**src/rtl/apx_pkg.sv**
```systemverilog
package apx_pkg;

    typedef enum int {
        SCH_EXACT  = 0,
        SCH_CPRED  = 1,
        SCH_INVSUM = 2,
        SCH_SEG    = 3
    } scheme_e;

    typedef enum int {
        MODE_NONE   = 0,
        MODE_HALF   = 1,
        MODE_CUSTOM = 2,
        MODE_ALL    = 3
    } mode_e;

    // window geometry of the segmented scheme
    localparam int SEG_RES  = 2;
    localparam int SEG_PRED = 2;
    localparam int SEG_LEN  = SEG_RES + SEG_PRED;

    function automatic int apx_width(input int w, input mode_e m, input int custom);
        case (m)
            MODE_NONE:   return 0;
            MODE_HALF:   return w / 2;
            MODE_CUSTOM: return custom;
            default:     return w;
        endcase
    endfunction

endpackage

```
**src/rtl/apx_cell.sv**
```systemverilog
module apx_cell
    import apx_pkg::*;
#(
    parameter scheme_e SCHEME = SCH_EXACT
) (
    input  logic a,
    input  logic b,
    input  logic ci,
    output logic s,
    output logic co
);
    logic maj;
    assign maj = (a & b) | (a & ci) | (b & ci);

    if (SCHEME == SCH_CPRED) begin : g_cpred
        assign s  = a ^ b ^ ci;
        assign co = a & b;
    end else if (SCHEME == SCH_INVSUM) begin : g_invsum
        assign co = maj;
        assign s  = ~maj;
    end else begin : g_exact
        assign s  = a ^ b ^ ci;
        assign co = maj;
    end
endmodule

```
**src/rtl/apx_cell_chain.sv**
```systemverilog
module apx_cell_chain
    import apx_pkg::*;
#(
    parameter int      WIDTH  = 6,
    parameter scheme_e SCHEME = SCH_EXACT
) (
    input  logic [WIDTH-1:0] a,
    input  logic [WIDTH-1:0] b,
    input  logic             cin,
    output logic [WIDTH-1:0] s,
    output logic             cout
);
    logic [WIDTH:0] c;
    assign c[0] = cin;

    for (genvar i = 0; i < WIDTH; i++) begin : g_bit
        apx_cell #(.SCHEME(SCHEME)) u_cell (
            .a (a[i]),
            .b (b[i]),
            .ci(c[i]),
            .s (s[i]),
            .co(c[i+1])
        );
    end

    assign cout = c[WIDTH];
endmodule

```
**src/rtl/apx_seg_lane.sv**
```systemverilog
module apx_seg_lane
    import apx_pkg::*;
#(
    parameter int WIDTH = 12
) (
    input  logic [WIDTH-1:0] a,
    input  logic [WIDTH-1:0] b,
    input  logic             cin,
    output logic [WIDTH-1:0] s,
    output logic             cout
);
    localparam int L = SEG_LEN;
    localparam int K = (WIDTH - L) / SEG_RES + 1;

    logic [L:0] win [K];

    for (genvar j = 0; j < K; j++) begin : g_win
        if (j == 0) begin : g_first
            assign win[j] = {1'b0, a[L-1:0]} + {1'b0, b[L-1:0]} + {{L{1'b0}}, cin};
            assign s[L-1:0] = win[j][L-1:0];
        end else begin : g_next
            assign win[j] = {1'b0, a[j*SEG_RES +: L]} + {1'b0, b[j*SEG_RES +: L]};
            assign s[j*SEG_RES+SEG_PRED +: SEG_RES] = win[j][L-1:SEG_PRED];
        end
    end

    assign cout = win[K-1][L];
endmodule

```
**src/rtl/apx_adder.sv**
```systemverilog
module apx_adder
    import apx_pkg::*;
#(
    parameter int      WIDTH       = 12,
    parameter scheme_e SCHEME      = SCH_CPRED,
    parameter mode_e   MODE        = MODE_HALF,
    parameter int      CUSTOM_BITS = 8
) (
    input  logic             clk,
    input  logic             rst_n,
    input  logic [WIDTH-1:0] opa,
    input  logic [WIDTH-1:0] opb,
    input  logic             cin,
    output logic [WIDTH-1:0] sum_o,
    output logic             cout_o
);
    localparam int LOW_W  = apx_width(WIDTH, MODE, CUSTOM_BITS);
    localparam int HIGH_W = WIDTH - LOW_W;
    localparam bit SEG_OK = (LOW_W == 0) ||
                            ((LOW_W >= SEG_LEN) && ((LOW_W - SEG_LEN) % SEG_RES == 0) &&
                             (HIGH_W == 0 || HIGH_W >= SEG_LEN));
    localparam bit CFG_OK = (LOW_W >= 0) && (LOW_W <= WIDTH) && (WIDTH >= 1) &&
                            (SCHEME != SCH_SEG || SEG_OK);

    if (!CFG_OK) begin : g_bad_cfg
        $error("apx_adder: illegal width, scheme or approximate-bit count");
    end

    typedef struct packed {
        logic [WIDTH-1:0] sum;
        logic             cout;
    } res_t;

    logic [WIDTH-1:0] sum_c;
    logic             mid_c;
    logic             cout_c;
    res_t             res_d, res_q;

    // low, approximate region
    if (LOW_W == 0) begin : g_low_none
        assign mid_c = cin;
    end else if (SCHEME == SCH_SEG) begin : g_low_seg
        apx_seg_lane #(.WIDTH(LOW_W)) u_low (
            .a   (opa[LOW_W-1:0]),
            .b   (opb[LOW_W-1:0]),
            .cin (cin),
            .s   (sum_c[LOW_W-1:0]),
            .cout(mid_c)
        );
    end else begin : g_low_cells
        apx_cell_chain #(.WIDTH(LOW_W), .SCHEME(SCHEME)) u_low (
            .a   (opa[LOW_W-1:0]),
            .b   (opb[LOW_W-1:0]),
            .cin (cin),
            .s   (sum_c[LOW_W-1:0]),
            .cout(mid_c)
        );
    end

    // high, exact region
    if (HIGH_W == 0) begin : g_high_none
        assign cout_c = mid_c;
    end else begin : g_high_exact
        apx_cell_chain #(.WIDTH(HIGH_W), .SCHEME(SCH_EXACT)) u_high (
            .a   (opa[WIDTH-1:LOW_W]),
            .b   (opb[WIDTH-1:LOW_W]),
            .cin (mid_c),
            .s   (sum_c[WIDTH-1:LOW_W]),
            .cout(cout_c)
        );
    end

    always_comb begin
        res_d      = res_q;
        res_d.sum  = sum_c;
        res_d.cout = cout_c;
    end

    always_ff @(posedge clk or negedge rst_n) begin
        if (!rst_n) res_q <= '0;
        else        res_q <= res_d;
    end

    assign sum_o  = res_q.sum;
    assign cout_o = res_q.cout;


    reset_clear_chk: assert property (@(posedge clk)
        !rst_n |=> (sum_o == '0 && !cout_o));

    if (LOW_W == 0) begin : g_chk_none

        exact_sum_chk: assert property (@(posedge clk) disable iff (!rst_n)
            rst_n |=> ({cout_o, sum_o} ==
                       $past({1'b0, opa} + {1'b0, opb} + {{WIDTH{1'b0}}, cin})));
    end

    if (LOW_W > 0 && HIGH_W > 0) begin : g_chk_high

        upper_exact_chk: assert property (@(posedge clk) disable iff (!rst_n)
            rst_n |=> ({cout_o, sum_o[WIDTH-1:LOW_W]} ==
                       $past({1'b0, opa[WIDTH-1:LOW_W]} + {1'b0, opb[WIDTH-1:LOW_W]} +
                             {{HIGH_W{1'b0}}, mid_c})));
    end

    if (SCHEME == SCH_CPRED && LOW_W >= 2) begin : g_chk_cpred

        cpred_low_chk: assert property (@(posedge clk) disable iff (!rst_n)
            rst_n |=> (sum_o[1:0] == $past({opa[1] ^ opb[1] ^ (opa[0] & opb[0]),
                                            opa[0] ^ opb[0] ^ cin})));
    end

    if (SCHEME == SCH_INVSUM && LOW_W >= 1) begin : g_chk_invsum

        invsum_low_chk: assert property (@(posedge clk) disable iff (!rst_n)
            rst_n |=> (sum_o[0] == $past(~((opa[0] & opb[0]) | (opa[0] & cin) | (opb[0] & cin)))));
    end

    if (SCHEME == SCH_SEG && LOW_W >= SEG_LEN) begin : g_chk_seg

        seg_first_chk: assert property (@(posedge clk) disable iff (!rst_n)
            rst_n |=> ({1'b0, sum_o[SEG_LEN-1:0]} ==
                       $past({1'b0, opa[SEG_LEN-1:0]} + {1'b0, opb[SEG_LEN-1:0]} +
                             {{SEG_LEN{1'b0}}, cin}) % (SEG_LEN+1)'(1 << SEG_LEN)));
    end
endmodule

```
**config.mk**
```make
export PLATFORM = sky130hd
export DESIGN_NAME = apx_adder
export DESIGN_NICKNAME = d
export VERILOG_FILES = /design/src/rtl/apx_pkg.sv /design/src/rtl/apx_cell.sv /design/src/rtl/apx_cell_chain.sv /design/src/rtl/apx_seg_lane.sv /design/src/rtl/apx_adder.sv
export SDC_FILE = /design/constraint.sdc
export NUM_CORES = 1
export LEC_CHECK = 0
export BUFFER_PORTS_ARGS = -buffer_cell sky130_fd_sc_hd__buf_4
export CORE_MARGIN = 8
export CORE_UTILIZATION = 39
export DETAILED_ROUTE_END_ITERATION = 8
export HOLD_SLACK_MARGIN = 0.06
export PLACE_DENSITY = 0.76
export SETUP_SLACK_MARGIN = 0.4
export SYNTH_ARGS = -nofsm -noshare
export SYNTH_HDL_FRONTEND = slang
export SYNTH_SLANG_ARGS = --single-unit
export TNS_END_PERCENT = 1
```
**constraint.sdc**
```tcl
create_clock -name clk -period 0.8 [get_ports clk]
set_clock_uncertainty 0.15 [all_clocks]
set_input_delay 0.24 -clock clk [delete_from_list [all_inputs] [get_ports clk]]
set_output_delay 0.24 -clock clk [all_outputs]
set_load 0.05 [all_outputs]
```
---- After elaboration in Yosys (flattened, before gate mapping) ----
Index checks and enable logic that the tools add are counted.
word-level totals
  register bits after elaboration ......... 13
  input port bits ......................... 27
  output and inout bits ................... 13
  logic and storage cells ................. 62
operators by class
  bitwise operators ....................... 60
operators with widths
  cell           number
  $and A1 B1 Y1  24
  $xor A1 B1 Y1  24
  $or A1 B1 Y1   12

---- Depth between registers and ports, before layout ----
  depth in word-level cells ............... 19
  depth in mapped cells ................... 9
  mapped depth without buffers ............ 9

---- Hierarchy ----
From an unflattened synthesis, not the netlist that was laid out.
unflattened totals
  cells, all modules ...................... 31
  area, all modules ....................... 573.0 µm²
by module, submodules not included
  module                                              times used  cells each  area an instance (µm²)  seq. area each (µm²)
  apx_adder                                           1           13          325.3                   325.3
  apx_cell (g_low_cells.u_low.g_bit[0].u_cell ...)    6           2           21.3                    0.0
  apx_cell (g_high_exact.u_high.g_bit[0].u_cell ...)  6           1           20.0                    0.0

---- Worst setup path after synthesis ----
Ideal clock, no wire load.
  path type ............................... input port to flip-flop
  start point ............................. input port opa[5]
  end point ............................... register res_q (netlist bit sum_o[11])
  setup time .............................. 0.064 ns
  arrival time ............................ 2.802 ns
  data required time ...................... 0.586 ns
  setup slack ............................. -2.216 ns
  cell stages on the path ................. 9
  path buffers ............................ 0
  cell sequence ........................... ha_1 -> fa_1 -> fa_1 -> fa_1 -> fa_1 -> fa_1 -> inv_1 -> fa_1 -> inv_1
between the ends
  word-level cells in the longest chain between the ends .. 17
  elaborated cells on any way between the ends .. 22
  classes of those cells .................. bitwise: 22
RTL lines
  item                                       line             RTL
  start: declaration                         apx_adder.sv:11  input logic [WIDTH-1:0] opa,
  $and A1 B1 Y1 (*)                          -
  $and A1 B1 Y1                              apx_cell.sv:13   assign maj = (a & b) | (a & ci) | (b & ci);
  $or A1 B1 Y1                               apx_cell.sv:13
  $or A1 B1 Y1 (*)                           apx_cell.sv:13
  $and A1 B1 Y1                              apx_cell.sv:13
  $or A1 B1 Y1                               apx_cell.sv:13
  $or A1 B1 Y1 (*)                           apx_cell.sv:13
  $and A1 B1 Y1                              apx_cell.sv:13
  (+2 left out)                              -
  $and A1 B1 Y1                              apx_cell.sv:13
  $or A1 B1 Y1                               apx_cell.sv:13
  $or A1 B1 Y1 (*)                           apx_cell.sv:13
  $and A1 B1 Y1                              apx_cell.sv:13
  $or A1 B1 Y1                               apx_cell.sv:13
  $or A1 B1 Y1 (*)                           apx_cell.sv:13
  $xor A1 B1 Y1 (*)                          apx_cell.sv:22   assign s = a ^ b ^ ci;
  net g_high_exact.u_high.g_bit[5].u_cell.s  apx_cell.sv:9    output logic s,
  end signal: assignment                     apx_adder.sv:81  else res_q <= res_d;
  end: declaration                           apx_adder.sv:37  res_t res_d, res_q;
The timed path passes the listed nets; every way through them passes the cells marked *.

---- Worst setup path in the final report ----
Ends and elaborated chain as after synthesis.

==> flow_summary_export.csv <==
group,metric,value,unit
placement,dpl.hpwl,1150,µm
cts,htree_levels,1,
grt,grt_pass1_wl,2190,µm
layout,drive_gt1_frac,0.684,
grt,grt_overflow_total,0,
floorplanning,start_util,0.402,
cts,cts_sinks,13,
layout,syn_to_final_growth,88.6,%
synth,synth_most_common_cell,"dfrtp_1",
synth,yosysTopAreaCell,"dfrtp_1",
floorplanning,rows,14,
sta,fmaxAchievable,381,MHz
cts,cts_buffer_depth,2,
synth,yosysWarnings,0,
synth,synth_top_area_frac,0.550,
cts,cts_buffers,3,
worst_setup_path,cp-start-kind,"input port",
placement,dp_cells,91,
placement,placement.io_buffers,39,
sta,tns,-12.53,ns
sta,relSlewSlack,0.882,
layout,fin_nets,119,
drt,vias,419,
cts,clock-root-buffer,"clkbuf_4",
power_and_ir_drop,power_leakage,0.000531,µW
drt,antenna_left,0,
synth,synth.distinct_cells,5,
power_and_ir_drop,ir_drop,1170,µV
flow_run,maxCapViolCount,0,
worst_setup_path,required,0.86,ns
sta,fin_crit,2.62,ns
placement,gp_congestion,0.680,
sta,worst_slack,-1.82,ns
worst_setup_path,cp-startpoint,"opa[5]",
synth,syn_area,592,µm²
layout,fin_cells,95,
drt,wl,1410,µm
worst_setup_path,path_max_fanout,1,
power_and_ir_drop,powerDensity,1950,nW/µm²
cts,cts_tree,"yes",
synth,async_flop_share,1.00,
grt,grt_max_degree,14,
synth,synth-edff-count,0,
synth,synthTopCellsByArea,"dfrtp_1 55%, fa_1 20%, ha_1 13%",
drt,dr.pass1.iters,2,
floorplanning,chipWidth,55.0,µm
synth,synth_flop_cell,"dfrtp_1",
grt,grt_pass1_vias,489,
sta,hold_violations,14,
drt,drc,0,
cts,clkSlewWorstSetupHoldPaths,0.08,ns
worst_setup_path,cp-endpoint,"sum_o[11]",
grt,antenna_found_initial,0,
worst_setup_path,arrival,2.69,ns
synth,synth_seq_cells,13,
sta,worst_hold_slack,-0.344,ns
synth,yosysSeqAreaShare,0.550,
sta,slew_viol_final,0,
synth,postSynthCellCount,36,
synth,synth_nets,75,
sta,finalSetupViolations,20,
floorplanning,core,1470,µm²
outcome,violations,"hold timing, setup timing",
hold_path,min_path_type,"in2async",
sta,tightest_slew,0.177,ns
floorplanning,dieArea,3020,µm²
floorplanning,io_pins,40,
drt,routed_via_density,4.41,
layout,antenna_cells,0,
drt,drt_iter0_drc,1,
outcome,status,"finished with violations",
drt,post_drt_wl_per_cell,14.8,µm
grt,grt_usage,0.102,
sta,rsz0062_at_grt,"yes",
floorplanning,die_y,55.0,µm
worst_setup_path,worstSetupPathType,"in2reg",
worst_setup_path,critPathCaptureType,"flip-flop",
synth,avgSynthCellArea,16.4,µm²
sta,period_share,3.28,
synth,synth.top_cells.by_count,"13 x dfrtp_1, 6 x fa_1, 6 x ha_1, 6 x xor2_1, 5 x inv_1",
stage by stage:
step           total power, µW  utilization  area (µm²)  setup slack (ns)
2_1_floorplan             1310            -         602             -2.06
3_5_place_dp              1660        0.622         915             -2.23
6_report                  2170        0.759        1120             -1.82
4_1_cts                   2200        0.756        1110             -1.83
3_3_place_gp              1640        0.622         915             -2.20
5_1_grt                   2300        0.759        1120             -1.86
worst min-delay path by stage:
stage          cells past startpoint         to  startpoint  slack [ns]
2_1_floorplan                      0     cout_o       rst_n       -0.21
5_1_grt                            1  sum_o[11]       rst_n       -0.35
4_1_cts                            1   sum_o[7]       rst_n       -0.34
3_3_place_gp                       1   sum_o[4]       rst_n       -0.06
3_5_place_dp                       1   sum_o[4]       rst_n       -0.05
6_report                           1  sum_o[11]       rst_n       -0.34
area by class of cell:
class,count,area (µm²)
timing repair buffer,39,390
fill,94,355
multi-input combinational,18,335
sequential,13,325
clock buffer,4,26.3
tap,16,20.0
inverter,5,18.8
cell families (layout without fill, tap and decap cells):
| group | count (synthesis) | count (layout) | synth area share |
|---|---|---|---|
| fa+ha+maj | 12 | 12 | 0.330 |
| flops | 13 | 13 | 0.550 |
| buf+inv | 5 | 48 | 0.0317 |
| xor+xnor | 6 | 6 | 0.0888 |
power by group:
part | switching, µW | internal [µW] | leakage, µW
combinational | 564 | 404 | 0.000364
sequential | 49.4 | 764 | 0.000151
clock | 198 | 192 | 0.0000150
routing by layer:
metal / vias to the layer above / wire length (µm) / GRT usage
li1: 195 / - / -
met3: 2 / 191 / 0.0321
met1: 199 / 431 / 0.111
met4: 0 / 10 / 0.0360
met5: - / 0 / 0
met2: 23 / 774 / 0.181
worst max-delay path: stages:
cell   delay, ns
buf_6       0.10
ha_4        0.15
fa_2        0.33
fa_2        0.34
fa_2        0.34
fa_2        0.34
fa_2        0.34
inv_2       0.06
fa_1        0.39
inv_1       0.06
state kept, by name, indices dropped and copies added (netlist names):
register / flops
sum_o: 12
cout_o: 1
cells in the final DEF (no fill, tap or decap):
cell type and instances:
ha_4 6, buf_8 1, clkbuf_1 1, clkbuf_4 3, dfrtp_1 13, fa_2 5, fa_1 1, inv_2 1
xor2_1 6, buf_6 24, inv_1 4, buf_4 14
timing repair:
action,CTS,global route
resized for setup,34,1
endpoints found under the hold margin,14,14
setup buffers,0,0
pin swaps,11,11
endpoints found under the setup margin,26,26
No activity file was read; power rests on OpenSTA's default activity.
